### config.mk
export PLATFORM = sky130hd
export DESIGN_NAME = dma2d_addr_seq
export DESIGN_NICKNAME = d
export VERILOG_FILES = /design/src/rtl/dma2d_pkg.sv /design/src/rtl/dma2d_cnt_decode.sv /design/src/rtl/dma2d_addr_path.sv /design/src/rtl/dma2d_loop_ctrl.sv /design/src/rtl/dma2d_addr_seq.sv
export SDC_FILE = /design/constraint.sdc
export NUM_CORES = 1
export LEC_CHECK = 0
export BUFFER_PORTS_ARGS = -buffer_cell sky130_fd_sc_hd__buf_2
export CORE_UTILIZATION = 40
export CTS_CLUSTER_SIZE = 28
export DETAILED_ROUTE_END_ITERATION = 10
export SYNTH_ARGS = -nofsm -noshare
export SYNTH_HDL_FRONTEND = slang
export SYNTH_HIERARCHICAL = 1
export SYNTH_SLANG_ARGS = --single-unit
### constraint.sdc
create_clock -name clk -period 9.9 [get_ports clk]
set_input_delay 1.485 -clock clk [delete_from_list [all_inputs] [get_ports clk]]
set_output_delay 1.485 -clock clk [all_outputs]
set_load 0.03 [all_outputs]
### src/rtl/dma2d_pkg.sv
package dma2d_pkg;
   localparam int WORD_W      = 32;
   localparam int CNT_SHORT_W = 10;
   localparam int LOFF_LSB    = 10;
   localparam int LOFF_MSB    = 29;
   localparam int SRC_EN_BIT  = 31;
   localparam int DST_EN_BIT  = 30;
   localparam int LOFF_W      = LOFF_MSB - LOFF_LSB + 1;

   typedef struct packed {
      logic [WORD_W-1:0] nbytes;
      logic [WORD_W-1:0] line_off;
      logic              src_line_en;
      logic              dst_line_en;
   } cnt_dec_t;
endpackage

### src/rtl/dma2d_cnt_decode.sv
module dma2d_cnt_decode
   import dma2d_pkg::*;
(
   input  logic [WORD_W-1:0] word_i,
   input  logic              map_en_i,
   output cnt_dec_t          dec_o
);
   always_comb begin
      dec_o = '0;
      if (map_en_i && (word_i[SRC_EN_BIT] || word_i[DST_EN_BIT])) begin
         dec_o.nbytes      = {{(WORD_W-CNT_SHORT_W){1'b0}}, word_i[CNT_SHORT_W-1:0]};
         dec_o.line_off    = {{(WORD_W-LOFF_W){word_i[LOFF_MSB]}}, word_i[LOFF_MSB:LOFF_LSB]};
         dec_o.src_line_en = word_i[SRC_EN_BIT];
         dec_o.dst_line_en = word_i[DST_EN_BIT];
      end else if (map_en_i) begin
         dec_o.nbytes = {2'b00, word_i[DST_EN_BIT-1:0]};
      end else begin
         dec_o.nbytes = word_i;
      end
   end
endmodule

### src/rtl/dma2d_addr_path.sv
module dma2d_addr_path
   import dma2d_pkg::*;
#(
   parameter int OFF_W = 16
) (
   input  logic              clk,
   input  logic              rst_n,
   input  logic              load_i,
   input  logic [WORD_W-1:0] load_addr_i,
   input  logic              step_i,
   input  logic              line_end_i,
   input  logic              xfer_end_i,
   input  logic              line_en_i,
   input  logic [OFF_W-1:0]  step_off_i,
   input  logic [WORD_W-1:0] line_off_i,
   input  logic [WORD_W-1:0] last_adj_i,
   output logic [WORD_W-1:0] addr_o
);
   logic [WORD_W-1:0] step_ext, extra, addr_q;

   assign step_ext = {{(WORD_W-OFF_W){step_off_i[OFF_W-1]}}, step_off_i};

   always_comb begin
      if (xfer_end_i)                   extra = last_adj_i;
      else if (line_end_i && line_en_i) extra = line_off_i;
      else                              extra = '0;
   end

   always_ff @(posedge clk or negedge rst_n) begin
      if (!rst_n)       addr_q <= '0;
      else if (load_i)  addr_q <= load_addr_i;
      else if (step_i)  addr_q <= addr_q + step_ext + extra;
   end

   assign addr_o = addr_q;
endmodule

### src/rtl/dma2d_loop_ctrl.sv
module dma2d_loop_ctrl
   import dma2d_pkg::*;
#(
   parameter int ITER_W    = 15,
   parameter int ACC_BYTES = 4,
   parameter int LINK_DLY  = 2
) (
   input  logic              clk,
   input  logic              rst_n,
   input  logic              load_i,
   input  logic [ITER_W-1:0] iters_i,
   input  logic [WORD_W-1:0] nbytes_i,
   input  logic              start_i,
   input  logic              done_clr_i,
   input  logic              irq_en_i,
   input  logic              link_en_i,
   output logic              busy_o,
   output logic              line_end_o,
   output logic              xfer_end_o,
   output logic              done_o,
   output logic              irq_o,
   output logic              err_o,
   output logic              link_o
);
   localparam int                ACC_LSB  = $clog2(ACC_BYTES);
   localparam logic [WORD_W-1:0] ACC_STEP = WORD_W'(ACC_BYTES);

   logic              busy_q, done_q, irq_q, err_q;
   logic [WORD_W-1:0] left_q;
   logic [ITER_W-1:0] iter_q, init_q;
   logic              aligned, shape_ok, go, bad;
   logic [LINK_DLY:0] lnk_q;

   generate
      if (ACC_LSB == 0) begin : g_byte_acc
         assign aligned = 1'b1;
      end else begin : g_wide_acc
         assign aligned = (nbytes_i[ACC_LSB-1:0] == '0);
      end
   endgenerate

   assign shape_ok   = (nbytes_i != '0) && aligned && (init_q != '0);
   assign go         = start_i && !busy_q && shape_ok;
   assign bad        = start_i && !busy_q && !shape_ok;
   assign line_end_o = busy_q && (left_q == ACC_STEP);
   assign xfer_end_o = line_end_o && (iter_q == ITER_W'(1));

   always_ff @(posedge clk or negedge rst_n) begin
      if (!rst_n) begin
         busy_q <= 1'b0;
         done_q <= 1'b0;
         irq_q  <= 1'b0;
         err_q  <= 1'b0;
         left_q <= '0;
         iter_q <= '0;
         init_q <= '0;
      end else begin
         if (load_i && !busy_q) begin
            init_q <= iters_i;
            iter_q <= iters_i;
            err_q  <= 1'b0;
         end
         if (go) begin
            busy_q <= 1'b1;
            done_q <= 1'b0;
            irq_q  <= 1'b0;
            err_q  <= 1'b0;
            left_q <= nbytes_i;
         end else if (bad) begin
            err_q <= 1'b1;
         end
         if (busy_q) begin
            if (line_end_o) begin
               left_q <= nbytes_i;
               iter_q <= xfer_end_o ? init_q : iter_q - 1'b1;
               if (xfer_end_o) begin
                  busy_q <= 1'b0;
                  done_q <= 1'b1;
                  irq_q  <= irq_en_i;
               end
            end else begin
               left_q <= left_q - ACC_STEP;
            end
         end else if (done_clr_i && !go) begin
            done_q <= 1'b0;
            irq_q  <= 1'b0;
         end
      end
   end

   always_ff @(posedge clk or negedge rst_n) begin
      if (!rst_n) lnk_q[0] <= 1'b0;
      else        lnk_q[0] <= xfer_end_o && link_en_i;
   end

   generate
      for (genvar i = 1; i <= LINK_DLY; i++) begin : g_link_stage
         always_ff @(posedge clk or negedge rst_n) begin
            if (!rst_n) lnk_q[i] <= 1'b0;
            else        lnk_q[i] <= lnk_q[i-1];
         end
      end
   endgenerate

   assign busy_o = busy_q;
   assign done_o = done_q;
   assign irq_o  = irq_q;
   assign err_o  = err_q;
   assign link_o = lnk_q[LINK_DLY];
endmodule

### src/rtl/dma2d_addr_seq.sv
module dma2d_addr_seq
   import dma2d_pkg::*;
#(
   parameter int OFF_W     = 16,
   parameter int ITER_W    = 15,
   parameter int ACC_BYTES = 4,
   parameter int LINK_DLY  = 2
) (
   input  logic              clk,
   input  logic              rst_n,
   input  logic              desc_load,
   input  logic [WORD_W-1:0] desc_src,
   input  logic [WORD_W-1:0] desc_dst,
   input  logic [OFF_W-1:0]  desc_src_step,
   input  logic [OFF_W-1:0]  desc_dst_step,
   input  logic [WORD_W-1:0] desc_count_word,
   input  logic              map_enable,
   input  logic [ITER_W-1:0] desc_iters,
   input  logic [WORD_W-1:0] desc_src_last,
   input  logic [WORD_W-1:0] desc_dst_last,
   input  logic              desc_irq_en,
   input  logic              desc_link_en,
   input  logic              start,
   input  logic              done_clr,
   output logic              acc_valid,
   output logic [WORD_W-1:0] acc_src,
   output logic [WORD_W-1:0] acc_dst,
   output logic              busy,
   output logic              done,
   output logic              irq,
   output logic              cfg_err,
   output logic              link_trig
);
   localparam int SIDES = 2;

   generate
      if (OFF_W < 2 || OFF_W >= WORD_W) begin : g_bad_off
         $error("OFF_W must lie between 2 and WORD_W-1");
      end
      if (ITER_W < 1 || ITER_W > 16) begin : g_bad_iter
         $error("ITER_W must lie between 1 and 16");
      end
      if (ACC_BYTES < 1 || (ACC_BYTES & (ACC_BYTES - 1)) != 0) begin : g_bad_acc
         $error("ACC_BYTES must be a power of two");
      end
      if (LINK_DLY < 1) begin : g_bad_link
         $error("LINK_DLY must be at least 1");
      end
   endgenerate

   logic [OFF_W-1:0]  src_step_q, dst_step_q;
   logic [WORD_W-1:0] word_q, src_last_q, dst_last_q;
   logic              map_q, irq_en_q, link_en_q;
   logic              load_ok, line_end, xfer_end;
   cnt_dec_t          dec;

   logic [SIDES-1:0][WORD_W-1:0] ld_addr, last_adj, addr;
   logic [SIDES-1:0][OFF_W-1:0]  step_off;
   logic [SIDES-1:0]             line_en;

   assign load_ok = desc_load && !busy;

   always_ff @(posedge clk or negedge rst_n) begin
      if (!rst_n) begin
         src_step_q <= '0;
         dst_step_q <= '0;
         word_q     <= '0;
         src_last_q <= '0;
         dst_last_q <= '0;
         map_q      <= 1'b0;
         irq_en_q   <= 1'b0;
         link_en_q  <= 1'b0;
      end else if (load_ok) begin
         src_step_q <= desc_src_step;
         dst_step_q <= desc_dst_step;
         word_q     <= desc_count_word;
         src_last_q <= desc_src_last;
         dst_last_q <= desc_dst_last;
         map_q      <= map_enable;
         irq_en_q   <= desc_irq_en;
         link_en_q  <= desc_link_en;
      end
   end

   dma2d_cnt_decode u_dec (
      .word_i   (word_q),
      .map_en_i (map_q),
      .dec_o    (dec)
   );

   dma2d_loop_ctrl #(
      .ITER_W    (ITER_W),
      .ACC_BYTES (ACC_BYTES),
      .LINK_DLY  (LINK_DLY)
   ) u_ctrl (
      .clk        (clk),
      .rst_n      (rst_n),
      .load_i     (desc_load),
      .iters_i    (desc_iters),
      .nbytes_i   (dec.nbytes),
      .start_i    (start),
      .done_clr_i (done_clr),
      .irq_en_i   (irq_en_q),
      .link_en_i  (link_en_q),
      .busy_o     (busy),
      .line_end_o (line_end),
      .xfer_end_o (xfer_end),
      .done_o     (done),
      .irq_o      (irq),
      .err_o      (cfg_err),
      .link_o     (link_trig)
   );

   assign ld_addr[0]  = desc_src;
   assign ld_addr[1]  = desc_dst;
   assign last_adj[0] = src_last_q;
   assign last_adj[1] = dst_last_q;
   assign step_off[0] = src_step_q;
   assign step_off[1] = dst_step_q;
   assign line_en[0]  = dec.src_line_en;
   assign line_en[1]  = dec.dst_line_en;

   generate
      for (genvar s = 0; s < SIDES; s++) begin : g_side
         dma2d_addr_path #(.OFF_W(OFF_W)) u_path (
            .clk         (clk),
            .rst_n       (rst_n),
            .load_i      (load_ok),
            .load_addr_i (ld_addr[s]),
            .step_i      (busy),
            .line_end_i  (line_end),
            .xfer_end_i  (xfer_end),
            .line_en_i   (line_en[s]),
            .step_off_i  (step_off[s]),
            .line_off_i  (dec.line_off),
            .last_adj_i  (last_adj[s]),
            .addr_o      (addr[s])
         );
      end
   endgenerate

   assign acc_valid = busy;
   assign acc_src   = addr[0];
   assign acc_dst   = addr[1];
endmodule

==> results.sh, run 1 <==
export IMPL_dr_total_vias=14500
export IMPL_power_leakage_nw=9.68
export IMPL_place_inst=2516
export IMPL_synth_top_area_cell="dfrtp_1"
export IMPL_timing_final_hold_violations=0
export IMPL_io_buffers=284
export IMPL_required_ps=10310
export IMPL_yosys_cell_types_count=93
export IMPL_crit_arrival_ps=6790
export IMPL_slew_headroom_pct=21.1
export IMPL_routedWlPerCell_um=21.2
export IMPL_clockRootBuffer="clkbuf_16"
export IMPL_seqPwrFrac_pct=29.6
export IMPL_clock_path_buffers=3
export IMPL_synth_top_area_share_pct=36.5
export IMPL_swShare_pct=40.2
export IMPL_cap_violations=0
export IMPL_critPathKind="reg -> reg"
export IMPL_drc=0
export IMPL_syn_mean_instance_area_um2=10.4
export IMPL_clockPowerShare_pct=27.9
export IMPL_cp_top_family="simple AND/OR/NAND/NOR gates"
export IMPL_cp_max_fo=70
export IMPL_clkTransAtPathRegs_ps=60
export IMPL_cts_htree_levels=2
export IMPL_cts_sinks=264
export IMPL_switchingPower_mw=2.00
export IMPL_synth_seq_area_share_pct=36.5
export IMPL_routed_via_density=5.62
export IMPL_cts_made_buffers=34
export IMPL_layout_commonest_cell="buf_2"
export IMPL_critPathSlowestCell="nor2_8"
export IMPL_dieHeight_um=215
export IMPL_antenna_found_initial=3
export IMPL_holdPathStages=0
export IMPL_dieArea_um2=46100
export IMPL_grt_first_pass_wirelength_um=84400
export IMPL_combPwrFrac_pct=42.5
export IMPL_p_per_area_nw_per_um2=238
export IMPL_synth_edf_count=0
export IMPL_netlist_area_um2=18100
export IMPL_mostFrequentLayoutCells="283 x buf_2, 263 x dfrtp_1, 152 x nand2_1, 94 x o21ai_0, 89 x nor2_1"
export IMPL_hold_path_class="reg -> reg"
export IMPL_r2r_cells=21
export IMPL_finalSetupTns_ps=0
export IMPL_grt_overflow=0
export IMPL_end_kind="flop"
export IMPL_ant_nets=0
export IMPL_post_route_period_util_pct=64.4
export IMPL_initial_utilization_pct=40.8
export IMPL_rsz0062_at_grt="no"
export IMPL_globalplace_congestion=0.935
export IMPL_final_cells=2580
export IMPL_num_rows=77
export IMPL_die_w_um=215
export IMPL_worst_slack_ps=3530
export IMPL_grt_pass1_vias=14600
export IMPL_cts_resized=0
export IMPL_ys_warn_count=6
export IMPL_synthCells=1747
export IMPL_post_cts_setup_buffer_count=0
export IMPL_ys_seq_elements=264
export IMPL_io_pins=285
export IMPL_outcome="finished clean"
export IMPL_area_delta_synth_final_pct=15.6
export IMPL_vdd_drop_max_v=0.000174
export IMPL_hpwl_um=40800
export IMPL_ys_flop_type="dfrtp_1"
export IMPL_start_kind="flop"
export IMPL_clock_fmax_ghz=0.157
export IMPL_postCtsHoldBufs=0
export IMPL_worst_pin_slew_ps=1180
export IMPL_grt_usage_pct=23.4
export IMPL_crit_cells=21
export IMPL_core_area_um2=44400
export IMPL_synth_async_sr_flop_share_pct=100
export IMPL_intPower_mw=2.98
export IMPL_synth_top_cells_by_area="dfrtp_1 36%, fa_1 7.1%, mux2_4 6.6%"
export IMPL_tritoncts="built"
export IMPL_setup_viol=0
export IMPL_critPathBufInv=3
export IMPL_place_ws_ps=3500
export IMPL_finClkSkew_ps=24.4
export IMPL_grt_max_degree=149
export IMPL_crit_path_max_incr_delay_ps=910
export IMPL_synth_net_count=2090
export IMPL_drive_gt1_share_pct=27.6
export IMPL_crit_chain="inv_1 > ha_1 > nor4b_2 > nand4_4 > or3_1 > nor2_8 > nor2_2 > buf_4 > a22o_1 > fa_1 > ha_1 > inv_1 > fa_1 > nor2b_1 > o31a_1 > o211ai_2 > a21oi_2 > or4b_4 > o21ai_2 > xnor2_1 > o21ai_2"
export IMPL_fin_nets=2303
export IMPL_routed_wl_um=54600
export IMPL_clk_latency_ps=550
export IMPL_drt_iter0_markers=1169
export IMPL_maxSlewViolCount=0
export IMPL_finalCriticalPeriod_ps=6370
export IMPL_dr_pass1_iters=6
-- synthesized netlist by cell type (7+ instances only) --
master	n
o21a_1	21
nand2_1	152
o21ai_1	23
buf_4	25
nand3_1	34
ha_1	64
a22o_1	59
xor2_1	35
o211ai_1	12
dfrtp_1	264
or3_1	8
nand4_1	25
buf_2	14
o21bai_1	8
a221o_1	10
nor2_1	91
a22oi_1	32
o21ai_0	94
buf_6	17
nor3_1	26
inv_1	36
xnor2_1	41
a21o_1	36
nor4_1	20
nor2b_1	14
a31oi_1	14
mux2_2	58
and2_1	48
mux2_4	80
a211oi_1	13
clkbuf_1	59
o22ai_1	10
mux2i_1	31
fa_1	64
o31ai_1	7
a21oi_1	86
-- through the flow --
stage | cell area, um^2 | power [mW] | hold slack, ps | utilization (%)
floorplan | 18100 | 3.02 | 331 | -
global placement | 19700 | 3.58 | 338 | 44.3
detailed placement | 19700 | 3.60 | 336 | 44.3
CTS | 20900 | 5.01 | 352 | 47.2
global route | 20900 | 5.28 | 363 | 47.2
finish | 20900 | 4.98 | 348 | 47.2
-- sequential cells by signal (all words and copies together) (netlist names), 2 cells and up --
register / flops
dst_last_q: 32
dst_step_q: 16
g_side.u_path/addr_o: 64
src_last_q: 32
src_step_q: 16
u_ctrl/init_q: 15
u_ctrl/iter_q: 15
u_ctrl/left_q: 32
u_ctrl/lnk_q: 2
word_q: 32
-- final timing paths --
path / start / slack (ps) / to
setup / recovery: u_ctrl/left_q[3]$_DFFE_PN0P_ / 3530 / g_side[1].u_path/addr_o[29]$_DFFE_PN0P_
hold / removal: u_ctrl/lnk_q[1]$_DFF_PN0_ / 350 / u_ctrl/link_o$_DFF_PN0_
setup reg to reg: u_ctrl/left_q[3]$_DFFE_PN0P_ / 3530 / g_side[1].u_path/addr_o[29]$_DFFE_PN0P_
hold reg to reg: u_ctrl/lnk_q[1]$_DFF_PN0_ / 350 / u_ctrl/link_o$_DFF_PN0_
max in group asynchronous: rst_n / 7490 / u_ctrl/busy_o$_DFF_PN0_
min in group asynchronous: rst_n / 980 / g_side[0].u_path/addr_o[23]$_DFFE_PN0P_
-- power by group through the flow --
stage | Sequential [mW] | Combinational [mW] | Clock [mW]
floorplan | 1.69 | 1.33 | 0
global placement | 1.49 | 2.08 | 0
global route | 1.50 | 2.33 | 1.46
detailed placement | 1.50 | 2.10 | 0
CTS | 1.48 | 2.11 | 1.42
finish | 1.47 | 2.12 | 1.39
-- cell families (layout without fill, tap and decap cells) --
group,count (synthesis),after routing,share of synthesized area (%)
AO/OA/AOI/OAI,484,484,18.3
XOR/XNOR,76,76,3.67
adder cells (fa/ha/maj),128,128,11.5
buffers and inverters,161,399,4.97
flip-flops,264,264,36.5
multiplexers,169,169,11.9
other,0,3,0
AND/OR/NAND/NOR,465,465,13.2
-- cell type report --
type	instances	area [um^2]
diodes	3	7.51
flip-flops and latches	264	6610
multi-input cells	1322	10600
repair buffers	300	1560
inverters	38	143
fillers	4174	23500
clock buffers	44	1010
clock inverters	17	243
well taps	592	741
-- per-layer routing --
layer	part of all wire [%]	GRT usage (%)	routed length [um]
met4	3.4	8.98	1850
met1	44	31.6	23900
met5	0.020	0	11
met2	47	38.0	25700
met3	5.6	3.31	3070
-- worst register-to-register path, cell delays in order (launching register included) --
cell and delay, ps:
dfrtp_1 400, inv_1 130, ha_1 160, nor4b_2 350
nand4_4 210, or3_1 780, nor2_8 920, nor2_2 70
buf_4 280, a22o_1 250, fa_1 480, ha_1 200
inv_1 70, fa_1 400, nor2b_1 170, o31a_1 240
o211ai_2 130, a21oi_2 180, or4b_4 490, o21ai_2 130
xnor2_1 140, o21ai_2 70
No activity file was read; power rests on OpenSTA's default activity.
==> inputs of run 2 (changes only) <==
==> constraint.sdc (replaced) <==
create_clock -name clk -period 6.4 [get_ports clk]
set_input_delay 0.96 -clock clk [delete_from_list [all_inputs] [get_ports clk]]
set_output_delay 0.96 -clock clk [all_outputs]
set_load 0.03 [all_outputs]
==> run 2 against run 1 <==
Against the previous run:
- sequential share of layout area increased by 0.17 points
- clock power increased by 37%
- critical endpoint unchanged
- final cell count increased by 0.16%
- non-clock buffer count increased by 5
- critical path depth increased by 2
- highest routed layer unchanged
- count of clock-buffer cells in the layout increased by 10
- hold slack improved by 21 ps
- total power increased by 50%
- core utilization decreased by 0.25 points
==> results.sh, run 2 (synthesis gave the netlist of run 1 again) <==
export IMPL_outcome="finished clean"
export IMPL_hold_path_class="reg -> reg"
export IMPL_initial_utilization_pct=40.8
export IMPL_cts_sinks=264
export IMPL_mostFrequentLayoutCells="283 x buf_2, 263 x dfrtp_1, 152 x nand2_1, 94 x o21ai_0, 89 x nor2_1"
export IMPL_clock_path_buffers=3
export IMPL_globalplace_congestion=0.917
export IMPL_grt_max_degree=106
export IMPL_die_w_um=215
export IMPL_drt_iter0_markers=1177
export IMPL_post_route_period_util_pct=87.8
export IMPL_end_kind="flop"
export IMPL_vdd_drop_max_v=0.000228
export IMPL_routed_via_density=5.69
export IMPL_hold_path_endpoint="u_ctrl/lnk_q[1]$_DFF_PN0_"
export IMPL_critPathSlowestCell="or4b_4"
export IMPL_power_leakage_nw=9.64
export IMPL_largest_reg_flops=64
export IMPL_grt_pass1_vias=15000
export IMPL_grt_usage_pct=23.7
export IMPL_post_cts_setup_buffer_count=0
export IMPL_ant_nets=0
export IMPL_drive_gt1_share_pct=27.2
export IMPL_area_delta_synth_final_pct=15.0
export IMPL_cpMostUsedCell="inv_1"
export IMPL_r2r_cells=23
export IMPL_core_area_um2=44400
export IMPL_clock_fmax_ghz=0.178
export IMPL_cts_htree_levels=2
export IMPL_critPathKind="reg -> reg"
export IMPL_hold_path_startpoint="u_ctrl/lnk_q[0]$_DFF_PN0_"
export IMPL_routedWlPerCell_um=21.3
export IMPL_clk_latency_ps=540
export IMPL_layout_commonest_cell="buf_2"
export IMPL_finClkSkew_ps=17.1
export IMPL_hpwl_um=41200
export IMPL_rsz0062_at_grt="no"
export IMPL_rr_startpoint="u_ctrl/left_q[3]$_DFFE_PN0P_"
export IMPL_crit_arrival_ps=6030
export IMPL_finalCriticalPeriod_ps=5620
export IMPL_worst_pin_slew_ps=1200
export IMPL_finalSetupTns_ps=0
export IMPL_grt_overflow=0
export IMPL_cts_resized=0
export IMPL_crit_chain="inv_1 > ha_1 > nor4b_2 > nand4_4 > or3_1 > inv_1 > nand2_1 > nor2_2 > buf_4 > a22oi_1 > fa_1 > inv_1 > ha_1 > inv_1 > fa_1 > nor2b_1 > o31a_1 > o211ai_2 > a21oi_2 > or4b_4 > o21ai_2 > xnor2_1 > o21ai_2"
export IMPL_maxSlewViolCount=0
export IMPL_final_util_pct=46.9
export IMPL_worstReg2RegEnd="g_side[1].u_path/addr_o[29]$_DFFE_PN0P_"
export IMPL_tritoncts="built"
export IMPL_dr_pass1_iters=6
export IMPL_antenna_found_initial=5
export IMPL_cts_made_buffers=34
export IMPL_p_per_area_nw_per_um2=358
export IMPL_crit_path_max_incr_delay_ps=490
export IMPL_critical_path_startpoint="u_ctrl/left_q[3]$_DFFE_PN0P_"
export IMPL_grt_first_pass_wirelength_um=85500
export IMPL_start_kind="flop"
export IMPL_required_ps=6810
export IMPL_cap_violations=0
export IMPL_routed_wl_um=54900
export IMPL_io_pins=285
export IMPL_holdPathStages=0
export IMPL_setup_viol=0
export IMPL_fin_nets=2308
export IMPL_num_rows=77
export IMPL_slew_headroom_pct=19.4
export IMPL_dieHeight_um=215
export IMPL_clkTransAtPathRegs_ps=60
export IMPL_dr_total_vias=14700
export IMPL_drc=0
export IMPL_timing_final_hold_violations=0
export IMPL_io_buffers=284
export IMPL_fill_cells=4206
export IMPL_postCtsHoldBufs=0
export IMPL_rrSetupSlack_ps=780
export IMPL_dieArea_um2=46100
export IMPL_clockRootBuffer="clkbuf_16"
export IMPL_cp_max_fo=30
run 2: critical path: cells and delay by family (launching register included):
family                   cells  cell delay [ps]
AND/OR/NAND/NOR              7             1910
adder cells (fa/ha/maj)      4             1130
buffers and inverters        5              990
AO/OA/AOI/OAI                6              890
flip-flops                   1              400
XOR/XNOR                     1              150
run 2: power breakdown:
part | internal, mW | leakage (nW) | switching (mW)
Sequential | 1.95 | 3.24 | 0.321
Combinational | 1.30 | 5.86 | 1.98
Clock | 1.16 | 0.546 | 0.742
Total | 4.41 | 9.64 | 3.04
run 2: worst max-delay path by stage:
stage                                              end  slack, ps  depth (start not counted)
2_1_floorplan  g_side[0].u_path/addr_o[17]$_DFFE_PN0P_       1360                         25
3_3_place_gp   g_side[1].u_path/addr_o[29]$_DFFE_PN0P_        940                         23
3_5_place_dp   g_side[1].u_path/addr_o[29]$_DFFE_PN0P_        780                         23
4_1_cts        g_side[1].u_path/addr_o[29]$_DFFE_PN0P_        790                         23
5_1_grt        g_side[1].u_path/addr_o[29]$_DFFE_PN0P_        450                         21
6_report       g_side[1].u_path/addr_o[29]$_DFFE_PN0P_        780                         23
run 2: cell type report:
class	count	area [um^2]	share of cell area, %
Timing Repair Buffer	305	1600	7.69
Clock buffer	54	1050	5.04
Clock inverter	6	55.1	0.264
Multi-Input combinational cell	1322	10600	51.0
Tap cell	592	741	3.55
Sequential cell	264	6610	31.7
Antenna cell	3	7.51	0.0360
Inverter	38	143	0.685
run 2: per-layer routing:
| layer | routed length (um) | GRT usage, % | share of wire [%] | vias up |
|---|---|---|---|---|
| met4 | 2120 | 10.5 | 3.9 | 2 |
| li1 | - | - | - | 6791 |
| met2 | 25500 | 37.7 | 46 | 500 |
| met3 | 2990 | 3.75 | 5.4 | 115 |
| met1 | 24300 | 31.8 | 44 | 7283 |
| met5 | 7 | 0 | 0.013 | - |
run 2: metrics by stage:
step                hold WS, ps  setup WS [ps]  instances  total power [mW]  cell area [um^2]
CTS                         372            786       2581              7.50             20800
global route                375            453       2582              7.94             20800
detailed placement          348            783       2521              5.56             19700
global placement            342            935       2521              5.52             19700
finish                      369            783       2584              7.45             20800
floorplan                   331           1360       1747              4.67             18100
==> inputs of run 3 (changes only) <==
--- a/config.mk
+++ b/config.mk
@@ -6,10 +6,10 @@
 export NUM_CORES = 1
 export LEC_CHECK = 0
 export BUFFER_PORTS_ARGS = -buffer_cell sky130_fd_sc_hd__buf_2
+export CAP_MARGIN = 20
 export CORE_UTILIZATION = 40
 export CTS_CLUSTER_SIZE = 28
 export DETAILED_ROUTE_END_ITERATION = 10
 export SYNTH_ARGS = -nofsm -noshare
 export SYNTH_HDL_FRONTEND = slang
-export SYNTH_HIERARCHICAL = 1
 export SYNTH_SLANG_ARGS = --single-unit
==> run 3 against run 2 <==
Against the previous run:
- clock power rose by 5%
- worst setup slack got worse by 390 ps
- final cell count rose by 13%
- core utilization rose by 1.5 points
- global-route usage rose by 1.6 points
- sequential power rose by 48%
==> results.sh, run 3 <==
export IMPL_globalplace_congestion=0.917
export IMPL_antenna_found_initial=2
export IMPL_dr_pass1_iters=6
export IMPL_finalSetupTns_ps=0
export IMPL_slew_headroom_pct=26.1
export IMPL_dieHeight_um=210
export IMPL_synth_seq_area_share_pct=38.1
export IMPL_synth_edf_count=0
export IMPL_dr_total_vias=15900
export IMPL_io_pins=285
export IMPL_layout_commonest_cell="nand2_1"
export IMPL_drt_iter0_markers=1326
export IMPL_vdd_drop_max_v=0.000239
export IMPL_drive_gt1_share_pct=17.0
export IMPL_yosys_cell_types_count=74
export IMPL_crit_path_max_incr_delay_ps=630
export IMPL_power_leakage_nw=10.7
export IMPL_synth_net_count=2422
export IMPL_netlist_area_um2=17300
export IMPL_initial_utilization_pct=40.9
export IMPL_hpwl_um=41200
export IMPL_setup_viol=0
export IMPL_num_rows=75
export IMPL_ys_flop_type="dfrtp_1"
export IMPL_grt_usage_pct=25.3
export IMPL_tritoncts="built"
export IMPL_required_ps=6900
export IMPL_grt_max_degree=118
export IMPL_routed_wl_um=55700
export IMPL_grt_overflow=0
export IMPL_clock_path_buffers=3
export IMPL_area_delta_synth_final_pct=18.3
export IMPL_clockRootBuffer="clkbuf_16"
export IMPL_io_buffers=284
export IMPL_worst_pin_slew_ps=1110
export IMPL_critPathSlowestCell="nor2_4"
export IMPL_fin_nets=2665
export IMPL_crit_chain="nor4_2 > nand4_1 > nor4_2 > buf_4 > nand2_1 > nor2_4 > buf_4 > a22oi_1 > fa_1 > inv_1 > ha_1 > a21oi_1 > nand2_1 > a221oi_1 > a21oi_1 > o21ai_0 > o211ai_1 > and4_1 > a211oi_1"
export IMPL_final_util_pct=48.4
export IMPL_dieArea_um2=44200
export IMPL_power_mw=12.4
export IMPL_clk_latency_ps=600
export IMPL_hold_path_class="reg -> reg"
export IMPL_die_w_um=210
export IMPL_synth_top_cells_by_area="dfrtp_1 38%, nand2_1 11%, fa_1 7.4%"
export IMPL_ant_nets=0
export IMPL_crit_arrival_ps=6500
export IMPL_ys_seq_elements=264
export IMPL_cts_made_buffers=31
export IMPL_finalCriticalPeriod_ps=6010
export IMPL_drc=0
export IMPL_end_kind="flop"
export IMPL_timing_final_hold_violations=0
export IMPL_clock_fmax_ghz=0.166
export IMPL_synth_top_area_cell="dfrtp_1"
export IMPL_ys_warn_count=0
export IMPL_rrSetupSlack_ps=390
export IMPL_post_route_period_util_pct=93.8
export IMPL_place_area_um2=19300
export IMPL_routedWlPerCell_um=19.0
export IMPL_cap_violations=0
export IMPL_cts_resized=0
export IMPL_outcome="finished clean"
export IMPL_synth_common_cells="493 x nand2_1, 264 x dfrtp_1, 225 x inv_1"
export IMPL_grt_pass1_vias=15900
export IMPL_mostFrequentLayoutCells="492 x nand2_1, 282 x buf_2, 263 x dfrtp_1, 224 x inv_1, 146 x o21ai_0"
export IMPL_cp_max_fo=23
export IMPL_largest_reg_flops=64
export IMPL_stdcell_area_um2=20500
export IMPL_synth_async_sr_flop_share_pct=100
export IMPL_grt_first_pass_wirelength_um=87500
export IMPL_maxSlewViolCount=0
export IMPL_holdWs_ps=352
export IMPL_syn_mean_instance_area_um2=8.34
export IMPL_yosysMostFrequentCell="nand2_1"
export IMPL_critPathKind="reg -> reg"
export IMPL_routed_via_density=5.45
export IMPL_finClkSkew_ps=11.1
export IMPL_cts_htree_levels=1
export IMPL_p_per_area_nw_per_um2=604
export IMPL_core_area_um2=42300
export IMPL_clkTransAtPathRegs_ps=60
export IMPL_synthCells=2079
export IMPL_rsz0062_at_grt="no"
export IMPL_cts_sinks=264
export IMPL_synth_top_area_share_pct=38.1
export IMPL_start_kind="flop"
==> run 3: cell count changes in the layout (fill, tap and decap cells not counted), moves of 37 or more <==
cell | before | now
a21oi_1 | 86 | 123
a22o_1 | 59 | 4
and2_1 | 48 | 9
inv_1 | 36 | 224
mux2_2 | 58 | 4
mux2_4 | 80 | 0
nand2_1 | 152 | 492
o21ai_0 | 94 | 146
==> run 3: critical path, delay by kind of cell (launching register included) <==
kind            cells  cell delay [ps]
compound gates      7             1830
buf+inv             3              570
fa+ha+maj           2              860
simple gates        7             2160
flops               1              460
==> run 3: timing repair <==
action / CTS / global route
endpoints found under the setup margin: 0 / 3
hold buffers: 0 / 0
buffers inserted: 0 / 4
endpoints found under the hold margin: 0 / 0
==> run 3: logic make-up after synthesis <==
group           after synthesis  share of synthesized area [%]
buf+inv                     329                           7.21
xor+xnor                     41                           2.07
fa+ha+maj                   128                           12.0
simple gates                759                           19.4
mux                          37                           2.17
compound gates              521                           19.0
flops                       264                           38.1
==> run 3: area by class of cell <==
| class | count | area (um^2) |
|---|---|---|
| Fill cell | 4189 | 21800 |
| Multi-Input combinational cell | 1486 | 9500 |
| Sequential cell | 264 | 6610 |
| Timing Repair Buffer | 314 | 1660 |
| Clock buffer | 43 | 911 |
| Inverter | 225 | 845 |
| Tap cell | 577 | 722 |
| Clock inverter | 15 | 249 |
| Antenna cell | 1 | 2.50 |
==> run 3: final timing paths <==
check                                                   from                                       to  cells past startpoint
worst max-delay path            u_ctrl.left_q[6]$_DFFE_PN0P_  g_side[1].u_path.addr_o[30]$_DFFE_PN0P_                     19
worst min-delay path               u_ctrl.lnk_q[0]$_DFF_PN0_                u_ctrl.lnk_q[1]$_DFF_PN0_                      0
worst max register to register  u_ctrl.left_q[6]$_DFFE_PN0P_  g_side[1].u_path.addr_o[30]$_DFFE_PN0P_                     19
worst min register to register     u_ctrl.lnk_q[0]$_DFF_PN0_                u_ctrl.lnk_q[1]$_DFF_PN0_                      0
max in group asynchronous                              rst_n                  u_ctrl.busy_o$_DFF_PN0_                      2
min in group asynchronous                              rst_n               src_last_q[23]$_DFFE_PN0P_                      1
==> run 3: report_power, final <==
part	total [mW]	switching, mW	internal (mW)	leakage [nW]
combinational	7.03	4.27	2.77	6.91
sequential	3.36	0.826	2.53	3.20
clock	2.00	0.760	1.24	0.569
==> run 3: metrics by stage <==
stage	cells	worst slack, ps
floorplan	2079	1320
global placement	2862	563
detailed placement	2862	417
CTS	2920	422
global route	2925	47.1
finish	2925	394
==> run 3: layer usage <==
metal	up-vias	global-route usage (%)	share of wire [%]
met2	619	39.1	44
met4	2	9.06	3.9
li1	7532	-	-
met5	-	0	0.031
met3	118	4.56	7.9
met1	7676	35.4	44
